<file path="config.mk">
export PLATFORM = sky130hd
export DESIGN_NAME = alu8_status_unit
export DESIGN_NICKNAME = d
export VERILOG_FILES = /design/src/rtl/alu8_pkg.sv /design/src/rtl/alu8_addsub.sv /design/src/rtl/alu8_muldiv.sv /design/src/rtl/alu8_status_reg.sv /design/src/rtl/alu8_bank_decode.sv /design/src/rtl/alu8_status_unit.sv
export SDC_FILE = /design/constraint.sdc
export NUM_CORES = 1
export LEC_CHECK = 0
export BUFFER_PORTS_ARGS = -buffer_cell sky130_fd_sc_hd__buf_4
export CAP_MARGIN = 20
export CORE_MARGIN = 8
export CORE_UTILIZATION = 60
export CTS_BUF_LIST = sky130_fd_sc_hd__clkbuf_8
export CTS_CLUSTER_DIAMETER = 120
export DETAILED_ROUTE_END_ITERATION = 7
export HOLD_SLACK_MARGIN = 0.15
export PLACE_DENSITY = 0.88
export SLEW_MARGIN = 20
export SYNTH_ARGS = -nofsm -noshare
export SYNTH_HDL_FRONTEND = slang
export SYNTH_HIERARCHICAL = 1
export SYNTH_SLANG_ARGS = --single-unit
</file>
<file path="constraint.sdc">
create_clock -name clk -period 3.3 [get_ports clk]
set_input_delay 0.495 -clock clk [delete_from_list [all_inputs] [get_ports clk]]
set_output_delay 0.495 -clock clk [all_outputs]
set_load 0.05 [all_outputs]
</file>
<file path="src/rtl/alu8_pkg.sv">
package alu8_pkg;

  localparam int DW = 8;
  localparam int NW = DW / 2;
  localparam int SW = 8;

  localparam int BIT_CY = 7;
  localparam int BIT_AC = 6;
  localparam int BIT_U0 = 5;
  localparam int BIT_RSH = 4;
  localparam int BIT_RSL = 3;
  localparam int BIT_OV = 2;
  localparam int BIT_U1 = 1;
  localparam int BIT_PAR = 0;

  typedef enum logic [2:0] {
    OP_NONE = 3'd0,
    OP_ADD  = 3'd1,
    OP_ADDC = 3'd2,
    OP_SUBB = 3'd3,
    OP_MUL  = 3'd4,
    OP_DIV  = 3'd5
  } op_t;

  typedef struct packed {
    logic cy;
    logic ac;
    logic ov;
  } aflags_t;

  typedef struct packed {
    logic [DW-1:0] lo;
    logic [DW-1:0] hi;
    aflags_t       f;
  } ares_t;

  // Addition with carry-in; carry from top bit and from the low nibble.
  function automatic ares_t f_add(input logic [DW-1:0] a, input logic [DW-1:0] b,
                                  input logic cin);
    ares_t         r;
    logic [DW:0]   full;
    logic [NW:0]   nib;
    full = {1'b0, a} + {1'b0, b} + {{DW{1'b0}}, cin};
    nib  = {1'b0, a[NW-1:0]} + {1'b0, b[NW-1:0]} + {{NW{1'b0}}, cin};
    r.lo = full[DW-1:0];
    r.hi = '0;
    r.f.cy = full[DW];
    r.f.ac = nib[NW];
    r.f.ov = (a[DW-1] == b[DW-1]) && (full[DW-1] != a[DW-1]);
    return r;
  endfunction

  // Subtraction with borrow-in; the wrapped top bit of each difference is the borrow.
  function automatic ares_t f_sub(input logic [DW-1:0] a, input logic [DW-1:0] b,
                                  input logic bin);
    ares_t         r;
    logic [DW:0]   full;
    logic [NW:0]   nib;
    full = {1'b0, a} - {1'b0, b} - {{DW{1'b0}}, bin};
    nib  = {1'b0, a[NW-1:0]} - {1'b0, b[NW-1:0]} - {{NW{1'b0}}, bin};
    r.lo = full[DW-1:0];
    r.hi = '0;
    r.f.cy = full[DW];
    r.f.ac = nib[NW];
    r.f.ov = (a[DW-1] != b[DW-1]) && (full[DW-1] != a[DW-1]);
    return r;
  endfunction

  function automatic ares_t f_mul(input logic [DW-1:0] a, input logic [DW-1:0] b);
    ares_t          r;
    logic [2*DW-1:0] p;
    p = {{DW{1'b0}}, a} * {{DW{1'b0}}, b};
    r.lo = p[DW-1:0];
    r.hi = p[2*DW-1:DW];
    r.f.cy = 1'b0;
    r.f.ac = 1'b0;
    r.f.ov = |p[2*DW-1:DW];
    return r;
  endfunction

  // A zero divisor leaves both bytes as they were and raises overflow.
  function automatic ares_t f_div(input logic [DW-1:0] a, input logic [DW-1:0] b);
    ares_t r;
    r.f.cy = 1'b0;
    r.f.ac = 1'b0;
    if (b == '0) begin
      r.lo = a;
      r.hi = b;
      r.f.ov = 1'b1;
    end else begin
      r.lo = a / b;
      r.hi = a % b;
      r.f.ov = 1'b0;
    end
    return r;
  endfunction

endpackage

</file>
<file path="src/rtl/alu8_addsub.sv">
module alu8_addsub
  import alu8_pkg::*;
(
  input  logic [DW-1:0] a,
  input  logic [DW-1:0] b,
  input  logic          cin,
  input  logic          use_cin,
  input  logic          is_sub,
  output ares_t         res
);

  logic carry_used;
  assign carry_used = use_cin & cin;

  always_comb begin
    if (is_sub) res = f_sub(a, b, carry_used);
    else        res = f_add(a, b, carry_used);
  end

endmodule

</file>
<file path="src/rtl/alu8_muldiv.sv">
module alu8_muldiv
  import alu8_pkg::*;
(
  input  logic [DW-1:0] a,
  input  logic [DW-1:0] b,
  input  logic          is_div,
  output ares_t         res,
  output logic          div_zero
);

  ares_t mul_r;
  ares_t div_r;

  assign mul_r    = f_mul(a, b);
  assign div_r    = f_div(a, b);
  assign div_zero = is_div && (b == '0);
  assign res      = is_div ? div_r : mul_r;

endmodule

</file>
<file path="src/rtl/alu8_status_reg.sv">
module alu8_status_reg
  import alu8_pkg::*;
(
  input  logic          clk,
  input  logic          rst_n,
  input  logic          upd,
  input  aflags_t       flg,
  input  logic          we,
  input  logic [SW-1:0] wdata,
  input  logic [DW-1:0] acc_now,
  output logic [SW-1:0] status,
  output logic [1:0]    bank_sel
);

  logic [SW-1:1] held;
  logic [SW-1:1] nxt;
  logic          unused_wbit;

  assign unused_wbit = wdata[BIT_PAR];

  always_comb begin
    nxt = held;
    if (we) nxt = wdata[SW-1:1];
    if (upd) begin
      nxt[BIT_CY] = flg.cy;
      nxt[BIT_AC] = flg.ac;
      nxt[BIT_OV] = flg.ov;
    end
  end

  always_ff @(posedge clk or negedge rst_n) begin
    if (!rst_n) held <= '0;
    else        held <= nxt;
  end

  assign status   = {held, ^acc_now};
  assign bank_sel = held[BIT_RSH:BIT_RSL];

  a_r9_write_load: assert property (@(posedge clk) disable iff (!rst_n)
    (we && !upd) |=> (status[SW-1:1] == $past(wdata[SW-1:1])));

  a_r10_arith_wins: assert property (@(posedge clk) disable iff (!rst_n)
    (we && upd) |=> (status[BIT_CY] == $past(flg.cy) && status[BIT_OV] == $past(flg.ov)
                     && status[BIT_U0] == $past(wdata[BIT_U0])
                     && status[BIT_RSH:BIT_RSL] == $past(wdata[BIT_RSH:BIT_RSL])));

  a_r8_quiet_hold: assert property (@(posedge clk) disable iff (!rst_n)
    (!we && !upd) |=> $stable(status[SW-1:1]));

  a_r13_user_hold: assert property (@(posedge clk) disable iff (!rst_n)
    (!we) |=> ($stable(status[BIT_U0]) && $stable(status[BIT_U1])));

endmodule

</file>
<file path="src/rtl/alu8_bank_decode.sv">
module alu8_bank_decode #(
  parameter int BANK_REGS = 8,
  parameter int AW        = 8
) (
  input  logic [1:0]    bank_sel,
  output logic [AW-1:0] base
);

  localparam int SHIFT = $clog2(BANK_REGS);

  generate
    if (SHIFT + 2 <= AW) begin : g_fit
      assign base = AW'({bank_sel, {SHIFT{1'b0}}});
    end else begin : g_clip
      logic [SHIFT+1:0] wide;
      assign wide = {bank_sel, {SHIFT{1'b0}}};
      assign base = wide[AW-1:0];
    end
  endgenerate

endmodule

</file>
<file path="src/rtl/alu8_status_unit.sv">
module alu8_status_unit
  import alu8_pkg::*;
#(
  parameter int BANK_REGS = 8,
  parameter int AW        = 8
) (
  input  logic          clk,
  input  logic          rst_n,
  input  logic [2:0]    op_sel,
  input  logic [7:0]    acc_in,
  input  logic [7:0]    opnd_in,
  input  logic [7:0]    breg_in,
  input  logic          psw_we,
  input  logic [7:0]    psw_wdata,
  output logic [7:0]    acc_res,
  output logic [7:0]    b_res,
  output logic [7:0]    status_byte,
  output logic [AW-1:0] bank_base
);

  op_t     op;
  logic    ev_addsub;
  logic    ev_muldiv;
  logic    ev_arith;
  logic    ev_div0;
  logic    ev_mul_big;
  ares_t   as_r;
  ares_t   md_r;
  ares_t   sel_r;
  logic [1:0] bank_sel;
  logic [DW-1:0] acc_q;
  logic [DW-1:0] b_q;

  assign op        = op_t'(op_sel);
  assign ev_addsub = (op == OP_ADD) || (op == OP_ADDC) || (op == OP_SUBB);
  assign ev_muldiv = (op == OP_MUL) || (op == OP_DIV);
  assign ev_arith  = ev_addsub || ev_muldiv;

  alu8_addsub u_addsub (
    .a       (acc_in),
    .b       (opnd_in),
    .cin     (status_byte[BIT_CY]),
    .use_cin (op != OP_ADD),
    .is_sub  (op == OP_SUBB),
    .res     (as_r)
  );

  alu8_muldiv u_muldiv (
    .a        (acc_in),
    .b        (breg_in),
    .is_div   (op == OP_DIV),
    .res      (md_r),
    .div_zero (ev_div0)
  );

  assign ev_mul_big = (op == OP_MUL) && md_r.f.ov;
  assign sel_r      = ev_muldiv ? md_r : as_r;

  always_ff @(posedge clk or negedge rst_n) begin
    if (!rst_n) begin
      acc_q <= '0;
      b_q   <= '0;
    end else if (ev_arith) begin
      acc_q <= sel_r.lo;
      if (ev_muldiv) b_q <= sel_r.hi;
    end
  end

  assign acc_res = acc_q;
  assign b_res   = b_q;

  alu8_status_reg u_status (
    .clk      (clk),
    .rst_n    (rst_n),
    .upd      (ev_arith),
    .flg      (sel_r.f),
    .we       (psw_we),
    .wdata    (psw_wdata),
    .acc_now  (acc_in),
    .status   (status_byte),
    .bank_sel (bank_sel)
  );

  alu8_bank_decode #(.BANK_REGS(BANK_REGS), .AW(AW)) u_bank (
    .bank_sel (bank_sel),
    .base     (bank_base)
  );

  a_r5_mul_ov: assert property (@(posedge clk) disable iff (!rst_n)
    (op == OP_MUL) |=> (status_byte[BIT_OV] == (b_res != 8'h00) && !status_byte[BIT_CY]));

  a_r6_div_clears: assert property (@(posedge clk) disable iff (!rst_n)
    (op == OP_DIV && breg_in != 8'h00) |=> (!status_byte[BIT_OV] && !status_byte[BIT_CY]
                                            && b_res < $past(breg_in)));

  a_r7_div0_keep: assert property (@(posedge clk) disable iff (!rst_n)
    ev_div0 |=> (acc_res == $past(acc_in) && b_res == $past(breg_in)
                 && status_byte[BIT_OV] && !status_byte[BIT_CY]));

  a_r8_muldiv_ac: assert property (@(posedge clk) disable iff (!rst_n)
    ev_muldiv |=> !status_byte[BIT_AC]);

  a_r8_result_hold: assert property (@(posedge clk) disable iff (!rst_n)
    !ev_arith |=> ($stable(acc_res) && $stable(b_res)));

  a_r12_bank_base: assert property (@(posedge clk) disable iff (!rst_n)
    (bank_base[2:0] == 3'b000 && bank_base[4:3] == status_byte[BIT_RSH:BIT_RSL]));

  a_r5_mul_big_sets: assert property (@(posedge clk) disable iff (!rst_n)
    ev_mul_big |=> status_byte[BIT_OV]);

endmodule

</file>
==> parameters.txt, run 1 <==
Parameter                              Value

Status
  Result of the run ... aborted with a tool error
  Last flow stage reached ... 5_1_grt
  Error message ... [ERROR GRT-0232] Routing congestion too high. Check the congestion heatmap in the GUI.

Synth
  Mapped cell area ... 6640 um^2
  Number of instances in the synthesized netlist ... 810
  Post-synthesis area per instance ... 8.20 um^2
  Yosys warnings ... 6

Placed design
  Global placement routability congestion ... 0.943
  Placed cells ... 1,162
  PortBufs ... 62
  Dpl cell area ... 8750 um^2
  Dpl hpwl ... 19,000 um

Floorplan
  Ports placed on the boundary ... 70
  Placement Rows ... 38
  X dimension of the die ... 121 um
  Die height ... 121 um
  Initial Utilization ... 61.3%

STA
  Grt repair worst endpoint ... b_res[0]$_DFFE_PN0P_/D
  Type of the worst endpoint after the last repair ... sequential cell input

GRT
  Pin count of the biggest net entering global routing ... 24
  Congestion Overflow GR ... 1,449
  Total global-route track usage ... 96.0%

Clock network
  Total CTS buffers ... 3
  CTS max path bufs ... 2
  Maximum level of the CTS H-tree ... 1
  Cell at the root of the clock tree ... clkbuf_8
==> repair_timing <==
action / 4_1_cts
cloned: 1
endpoints found under the setup margin: 17
pin swaps: 63
hold buffers: 1
gates resized for setup: 105
buffers inserted: 55
hold endpoints to repair: 23
==> per-layer routing <==
metal / track usage [%] / GRT overflow
met1: 80.6 / 6
met2: 130 / 1084
met3: 74.2 / 17
met4: 112 / 337
met5: 39.6 / 5
==> through the flow <==
step           setup slack [ps]  hold WS, ps  utilization [%]
2_1_floorplan             -6770          199                -
3_3_place_gp              -6660          399             80.7
3_5_place_dp              -7300          405             80.7
4_1_cts                   -6670          433             88.9
==> run 2: changes to the inputs <==
Settings changed: CORE_UTILIZATION 60 to 40, CTS_BUF_LIST sky130_fd_sc_hd__clkbuf_8 to unset, CTS_CLUSTER_DIAMETER 120 to unset, HOLD_SLACK_MARGIN 0.15 to unset, PLACE_DENSITY 0.88 to unset, PLACE_DENSITY_LB_ADDON set to 0.15.
==> run 2 against run 1 <==
Compared with the run above: the flow now finishes, with violations (setup timing); synthesized cell count unchanged; synthesized area did not move.
==> parameters.txt, run 2 <==
Parameter                              Value

Placed design
  PortBufs ... 62 (unchanged)
  Dpl hpwl ... 17,500 um (was 19,000 um)
  Global placement routability congestion ... 0.858 (was 0.943)
  Pre-CTS setup slack ... -6920 ps (was -7300 ps)

Floorplan
  Die height ... 145 um (was 121 um)
  Core outline area ... 16,400 um^2
  X dimension of the die ... 145 um (was 121 um)
  Initial Utilization ... 40.5% (was 61.3%)
  Placement Rows ... 47 (was 38)
  Ports placed on the boundary ... 70 (unchanged)
  Die area ... 21,000 um^2

STA
  Clk_skew ... 2.21 ps
  Actual slew at the worst max-slew pin ... 627 ps
  RSZ-0062 raised after global routing ... true
  Post-route worst setup slack ... -6490 ps
  Highest achievable clock rate ... 102 MHz
  Total setup violations reported at the end of the flow ... 17
  Final hold viol count ... 0
  Headroom to the max-slew limit ... 58.2%
  Post-Route Setup TNS ... -75,570 ps
  Max Transition Viols Final ... 0
  Post-layout min period ... 9790 ps
  Final Cycle Share ... 297%

Clock network
  CTS max path bufs ... 2 (unchanged)
  Total CTS buffers ... 3 (unchanged)
  Cell at the root of the clock tree ... clkbuf_16 (was clkbuf_8)
  Clock tree from TritonCTS ... built
  Maximum level of the CTS H-tree ... 1 (unchanged)
  CTS sink cnt ... 23
  Clock input transition at the sequential cells of the worst setup and hold paths ... 60 ps
  Insertion delay to the later sink of the worst-skew pair ... 260 ps
  Hold buffer count at cts ... 0 (was 1)

Routing
  Mean number of vias per cell ... 5.20
  Total iterations of the first detailed-routing run ... 5
  Antenna-violating nets left ... 0
  Number of remaining DRC errors ... 0
  Routed vias ... 6,745
  Sum of routed wire length over all layers ... 21,700 um
  DRC violation total after the first TritonRoute iteration ... 224
  Routed WL per cell ... 16.7 um

Status
  Result of the run ... complete, but fails checks (was aborted with a tool error)
  Violated checks ... setup timing

GRT
  Global-route wire length before repair ... 35,100 um
  Pin count of the biggest net entering global routing ... 24
  Antenna violations before repair ... 0
  Congestion Overflow GR ... 0
  Via count of the first global-routing pass ... 7,018
  Total global-route track usage ... 21.1%

Critical path
  Type of destination of the critical path ... flip-flop
  Crit-path max FO ... 7
  Family of cells with the greatest summed delay on the critical path ... compound AO/OA/AOI/OAI gates
  Worst Setup Start Kind ... input pin
  Critical register-to-register path startpoint ... u_status/held[7]
  Endpoint of the lowest-slack register-to-register path ... u_status/held[2]
  Buf/Inv on CP ... 7
  Largest stage delay on the critical path ... 380 ps
  Cell type of the slowest stage on the worst timing path ... or3_4
  CP Data Required Time ... 3430 ps
  Arrival time of the worst setup path ... 9920 ps
  Crit path kind ... input pin to flip-flop
  Cell depth of the worst flop-to-flop path ... 11
  Most frequent cell on the critical path ... ha_1
  Setup slack, reg-to-reg ... 350 ps

Layout
  Ant diodes ... 0
  Leading cell types in the layout, fill and taps excluded ... buf_4 (271), inv_1 (83), ha_1 (83)
  Fillers ... 1,517
  Most frequent standard cell in the layout excluding fill and tap cells ... buf_4
  Syn-to-layout area delta ... 47.5%
  Fraction of final layout cells sized beyond drive strength 1 ... 42.9%
  Final-stage net count ... 1,255

Synth
  Yosys warnings ... 6 (unchanged)
  Number of instances in the synthesized netlist ... 810 (unchanged)
  Mapped cell area ... 6640 um^2 (unchanged)
  Post-synthesis area per instance ... 8.20 um^2 (unchanged)

Power and ir drop
  Peak ir drop on the vdd network ... 0.385 mV
  Static Leak ... 0.00474 uW
  Power per unit of standard cell area ... 486 nW/um^2

Min path
  Worst min-delay path class ... input pin to asynchronous set/reset pin

Job
  Number of max-cap violations ... 0
==> run 2: routing by layer <==
metal	GRT usage [%]	part of all wire (%)
met1	27.6	45
met5	0	0
met4	4.49	1.7
met3	1.64	3.9
met2	36.9	49
==> run 2: power breakdown <==
| part | leakage [uW] | switching [uW] | internal (uW) |
|---|---|---|---|
| clock | 0.0000409 | 100 | 163 |
| combinational | 0.00442 | 2040 | 2030 |
| sequential | 0.000276 | 59.7 | 370 |
==> run 2: timing repair <==
item	4_1_cts	5_1_grt
hold endpoints to repair	0	0
endpoints found under the setup margin	17	17
gates resized for setup	77	52
gates cloned	1	0
pin swaps	46	37
buffers inserted	36	13
==> run 2: cell type report <==
class	instances	area (um^2)	share of cell area [%]
multi-input combinational	657	6140	62.7
timing repair buffer	298	2360	24.1
sequential	23	576	5.87
inverter	95	368	3.75
tap	220	275	2.81
clock buffer	3	75.1	0.766
clock inverter	1	5.00	0.0511
==> run 2: how the worst max path moves through the flow <==
stage                     startpoint  slack [ps]       end  cells after the start
after global routing      breg_in[7]       -6920  b_res[3]                     55
after global placement    breg_in[5]       -6760  b_res[3]                     48
after CTS                 breg_in[7]       -6420  b_res[3]                     50
after floorplan           breg_in[5]       -6770  b_res[3]                     51
after detailed placement  breg_in[5]       -6920  b_res[3]                     51
final                     breg_in[7]       -6490  b_res[2]                     51
==> run 2: metrics by stage <==
step           utilization, %  cells  cell area [um^2]  power, uW  hold slack [ps]
2_1_floorplan               -    816              7000       2740              199
3_3_place_gp             54.2   1247              8890       4050              408
4_1_cts                  58.2   1286              9550       4590              131
6_report                 59.7   1297              9800       4760              126
3_5_place_dp             54.2   1247              8890       4080              406
5_1_grt                  59.7   1297              9800       5130              145
==> run 2: worst reg2reg max path: stages (launching register included) <==
cell and delay (ps):
dfrtp_1 410, and2_1 200, fa_1 560, ha_1 170, o21ai_1 70, and3b_4 190, o31a_2 380, xnor3_1 230
o22ai_1 140, mux2_1 320, nand2_1 60, o21ai_0 70
(Power assumes the default switching activity.)
